--- config.mk ---
export PLATFORM = sky130hd
export DESIGN_NAME = grp4_recognizer
export DESIGN_NICKNAME = d
export VERILOG_FILES = /design/src/rtl/grp4_recognizer.sv
export SDC_FILE = /design/constraint.sdc
export NUM_CORES = 1
export LEC_CHECK = 0
export ABC_AREA = 0
export CAP_MARGIN = 10
export CORE_AREA = 4 4 41 43
export CTS_CLUSTER_SIZE = 28
export DETAILED_ROUTE_END_ITERATION = 12
export DIE_AREA = 0 0 45 47
export SYNTH_ARGS = -nofsm -noshare
export SYNTH_HDL_FRONTEND = slang
export SYNTH_SLANG_ARGS = --single-unit
--- constraint.sdc ---
create_clock -name clk -period 1.4 [get_ports clk]
set_clock_uncertainty 0.2 [all_clocks]
set_input_delay 0.28 -clock clk [delete_from_list [all_inputs] [get_ports clk]]
set_output_delay 0.28 -clock clk [all_outputs]
set_load 0.01 [all_outputs]
--- src/rtl/grp4_recognizer.sv ---
module grp4_recognizer (
  input  logic clk,
  input  logic rst,
  input  logic bit_in,
  input  logic bit_vld,
  output logic hit
);

  typedef enum logic [2:0] {
    ST_IDLE  = 3'b000,
    ST_LEAD0 = 3'b001,
    ST_LEAD1 = 3'b101,
    ST_SAME  = 3'b011,
    ST_DIFF  = 3'b111,
    ST_DEAD  = 3'b010,
    ST_ARMED = 3'b110
  } st_t;

  st_t state, nxt;

  always_comb begin
    nxt = state;
    case (state)
      ST_IDLE:  if (bit_vld) nxt = bit_in ? ST_LEAD1 : ST_LEAD0;
      ST_LEAD0: if (bit_vld) nxt = bit_in ? ST_DIFF  : ST_SAME;
      ST_LEAD1: if (bit_vld) nxt = bit_in ? ST_SAME  : ST_DIFF;
      ST_SAME:  if (bit_vld) nxt = ST_DEAD;
      ST_DIFF:  if (bit_vld) nxt = bit_in ? ST_ARMED : ST_DEAD;
      ST_DEAD,
      ST_ARMED: if (bit_vld) nxt = ST_IDLE;
      default:  nxt = ST_IDLE;
    endcase
  end

  always_ff @(posedge clk) begin
    if (rst) state <= ST_IDLE;
    else     state <= nxt;
  end

  assign hit = bit_vld & ~bit_in & (state == ST_ARMED);

  logic [1:0] grp_pos;
  always_ff @(posedge clk) begin
    if (rst)          grp_pos <= 2'd0;
    else if (bit_vld) grp_pos <= grp_pos + 2'd1;
  end

  p_reset_idle_r1: assert property (@(posedge clk) rst |=> (state == ST_IDLE));

  p_hold_stall_r7: assert property (@(posedge clk) disable iff (rst)
    !bit_vld |=> $stable(state));

  p_hit_last_bit_r6: assert property (@(posedge clk) disable iff (rst)
    hit |-> (grp_pos == 2'd3));

  p_group_wrap_r6: assert property (@(posedge clk) disable iff (rst)
    (bit_vld && grp_pos == 2'd3) |=> (state == ST_IDLE));

endmodule

### After elaboration in Yosys (flattened, before gate mapping)

Index checks and enable logic that the tools add are counted.

| storage, ports and cells | value |
|---|---|
| register bits | 3 |
| input port bits | 4 |
| output and inout port bits | 1 |
| logic and storage cells | 30 |

| operators by class | value |
|---|---|
| equal/unequal tests | 12 |
| mux-type cells | 11 |
| bitwise logic cells | 3 |
| reductions and logical operators | 3 |

Operator list:

| kind | count |
|---|---|
| 2-to-1 mux 3 bit | 10 |
| one-hot mux 3 bit (6 select lines) | 1 |
| != test 2 bit (second input constant) | 6 |
| equality test 3 bit (second input constant) | 3 |
| equality test 3 x 2 -> 1 bit (second input constant) | 2 |
| AND reduction 6 bit | 1 |
| equality test 3 x 1 -> 1 bit (second input constant) | 1 |
| logical NOT 3 bit | 1 |
| AND 1 bit | 2 |
| OR reduction 2 bit | 1 |
| NOT 1 bit | 1 |

### Longest topological paths before layout

| depth | value |
|---|---|
| word-level depth | 4 |
| mapped depth | 3 |
| gate-level depth less buffers | 3 |

### Worst setup path before layout

OpenSTA, ideal clock, no wires.

| path | value |
|---|---|
| kind | reg2out |
| start | register state[2] |
| end | output port hit |
| data arrival time | 835 ps |
| required time | 920 ps |
| path slack | 85 ps |
| cell stages (with the launch flop) | 3 |
| buffers on the path | 0 |
| path through | dfxtp_1 inv_1 nor4_1 |

| on the way | value |
|---|---|
| word-level cells in the longest chain between the ends | 2 |

Ends and longest elaborated chain:

| what | RTL line | RTL |
|---|---|---|
| start, declared | 19 | `st_t state, nxt;` |
| start signal, assigned | 37 | `else state <= nxt;` |
| equality test 3 bit | 40 | `assign hit = bit_vld & ~bit_in & (state == ST_ARMED);` |
| AND 1 bit | 40 |  |
| end, declared | 6 | `output logic hit` |

Every way passes these cells.

### Final worst setup path

| path | value |
|---|---|
| start | register state[1] |
| end | output port hit |

Same word-level chain as after synthesis.

==> results <==
==> cells in the mapped netlist <==
master,number,area share
a211oi_1,1,0.052
a21bo_1,1,0.070
a31oi_1,1,0.044
nand2_1,1,0.026
inv_1,1,0.026
a21oi_1,2,0.070
mux2i_1,1,0.070
nor2_1,1,0.026
nor4_1,1,0.044
and4bb_2,1,0.087
dfxtp_1,3,0.42
nand3_1,1,0.035
o21ai_0,1,0.035
==> cells by family (layout without fill, tap and decap cells) <==
family / after synthesis / count (layout) / synth area share
buffers and inverters: 1 / 14 / 0.0261
multiplexers: 1 / 1 / 0.0696
AO/OA/AOI/OAI: 6 / 6 / 0.270
AND/OR/NAND/NOR: 5 / 5 / 0.217
flip-flops: 3 / 3 / 0.417
==> placed cells by master, fill, tap and decap left out, types with 2 or more instances in the layout <==
| cell type | count |
|---|---|
| dfxtp_1 | 2 |
| buf_4 | 5 |
| a21oi_1 | 2 |
| clkbuf_4 | 3 |
| dlygate4sd2_1 | 2 |
==> layer usage <==
metal  vias to the layer above  GRT usage  routed length [um]
met2                         5     0.0537                 149
met3                         0     0.0268                  40
met5                         -          0                   0
met4                         0     0.0526                   0
li1                         87          -                   -
met1                        70     0.0522                 185
==> how the worst min path moves through the flow <==
stage	startpoint	end	slack, ps	cells after the start
after floorplan	rst	state[2]	150	1
after global placement	state[2]	state[2]	290	2
after detailed placement	state[2]	state[2]	300	2
after CTS	state[2]	state[2]	300	2
after global routing	state[2]	state[2]	330	2
final	state[2]	state[2]	290	2
==> worst min-delay path: stages (launching register included) <==
cell and delay (ps):
dfxtp_1 320, nand3_1 70, a21oi_1 50
==> through the flow <==
| step | power [mW] | util | setup WS, ps | hold slack [ps] |
|---|---|---|---|---|
| 6_report | 0.289 | 0.207 | -107 | 294 |
| 2_1_floorplan | 0.112 | - | 85.3 | 149 |
| 5_1_grt | 0.310 | 0.207 | -184 | 335 |
| 3_5_place_dp | 0.140 | 0.185 | -630 | 297 |
| 3_3_place_gp | 0.140 | 0.185 | -630 | 287 |
| 4_1_cts | 0.297 | 0.200 | -106 | 301 |
==> power groups by stage <==
| stage | sequential [mW] | clock [mW] | combinational [mW] |
|---|---|---|---|
| after floorplan | 0.0981 | 0 | 0.0137 |
| after detailed placement | 0.0968 | 0 | 0.0432 |
| final | 0.0967 | 0.150 | 0.0420 |
| after global routing | 0.0973 | 0.165 | 0.0476 |
| after global placement | 0.0968 | 0 | 0.0428 |
| after CTS | 0.0958 | 0.159 | 0.0413 |
==> what timing repair did <==
item                                    in CTS  in global routing
endpoints found under the setup margin       2                  1
hold endpoints to repair                     0                  0
pin swaps                                    1                  0
resized for setup                            8                  2
==> final cells by class <==
class / instances / area [sq um]
clock buffer: 4 / 26.3
fill: 161 / 1030
inverter: 1 / 3.75
multi-input combinational: 12 / 88.8
sequential: 3 / 61.3
tap: 15 / 18.8
timing repair buffer: 9 / 70.1
==> impl_metrics.yaml <==
status:
  status: "complete, but fails checks"
  violations: "setup timing"
worst_setup_path:
  max_stage_delay_ps: 330
  cp_num_buf_inv: 1
  path_class: "flip-flop to output pin"
  crit_family: "flip-flops"
  rr_worst_depth: 4
  cp.depth: 3
  crit_start: "state[1]"
  slowest_stage: "dfxtp_2"
  endpoint_kind: "output pin"
  required_ps: 920
  worstPathCellList: "nand2_2 > nor4_2 > buf_2"
  path_max_fanout: 2
  rrSetupSlack_ps: 190
  cp.arrival_ps: 1030
  reg2reg_to: "state[2]"
  start_kind: "flip-flop"
  cp-endpoint: "hit"
  rr_startpoint: "state[1]"
clock_network:
  cts_sinks: 3
  cts_tree: "yes"
  path_clk_slew_ps: 40
  clock_path_buffers: 2
  clk_latency_ps: 230
  holdBufCountCts: 0
  numCtsBuffers: 3
  cts_root_buffer: "clkbuf_4"
  ctsHtreeMaxLevel: 1
  cts_setup_buffers: 0
drt:
  antenna_left: 0
  vias: 162
  vias_per_cell: 3.68
  drc: 0
  drt-initial-drc-count: 4
  first_pass_iters: 2
  routed_wl_um: 375
  wl_per_cell_um: 8.52
floorplanning:
  die-area_sq_um: 2120
  initial_core_util: 0.111
  num_io_pins: 5
  core-area_sq_um: 1300
  die_h_um: 47
  fp-row-count: 13
  die_w_um: 45
yosys:
  postSynthAreaPerCell_sq_um: 8.99
  ys_warn_count: 0
  yosysSeqAreaShare: 0.417
  syn_nets: 20
  netlist_instances: 16
  synth_cell_types: 13
  ys_ff_latch: 3
  syn_area_sq_um: 144
placement:
  finalWeightedCongestion: 0.684
  port_buffers: 4
  post_dp_cell_area_sq_um: 240
  dp.cells: 40
sta:
  rsz0062_at_grt: "true"
  finalHoldViolCount: 0
  relSlewSlack: 0.871
  worst_slew_pin_slew_ps: 192
  fmax_ghz: 0.664
  tns_ps: -107
  fin_crit_ps: 1510
  post-route-period-util: 1.08
  setup_viol: 1
  layout_setup_ws_ps: -107
  finalMaxSlewViolations: 0
power:
  p_leak_nw: 0.112
  combPwrFrac: 0.145
  ir_drop_uv: 314
  power.switching_uw: 64.9
  power_density_nw_per_um2: 1070
  pwr-share-clk: 0.520
  seqPwrFrac: 0.335
  power.share.switching: 0.225
  internal_power_uw: 224
cells_and_area:
  nets: 34
  top_regs: "state x3"
  fin_area_sq_um: 269
  drive_gt1_frac: 0.448
  largest_reg_flops: 3
  final_cells: 44
  antennaDiodeCount: 0
  area_growth_pct: 87.0
  top_register: "state"
global_routing:
  grt-ovfl-total: 0
  grt_max_degree: 7
  grt_first_pass_wirelength_um: 641
  antenna_found_initial: 0
  grt_use_total: 0.0458
  grt_pass1_vias: 162
worst_hold_path:
  hp-class: "flip-flop to flip-flop"
run:
  cap_violations: 0
No activity file was read; power rests on OpenSTA's default activity.
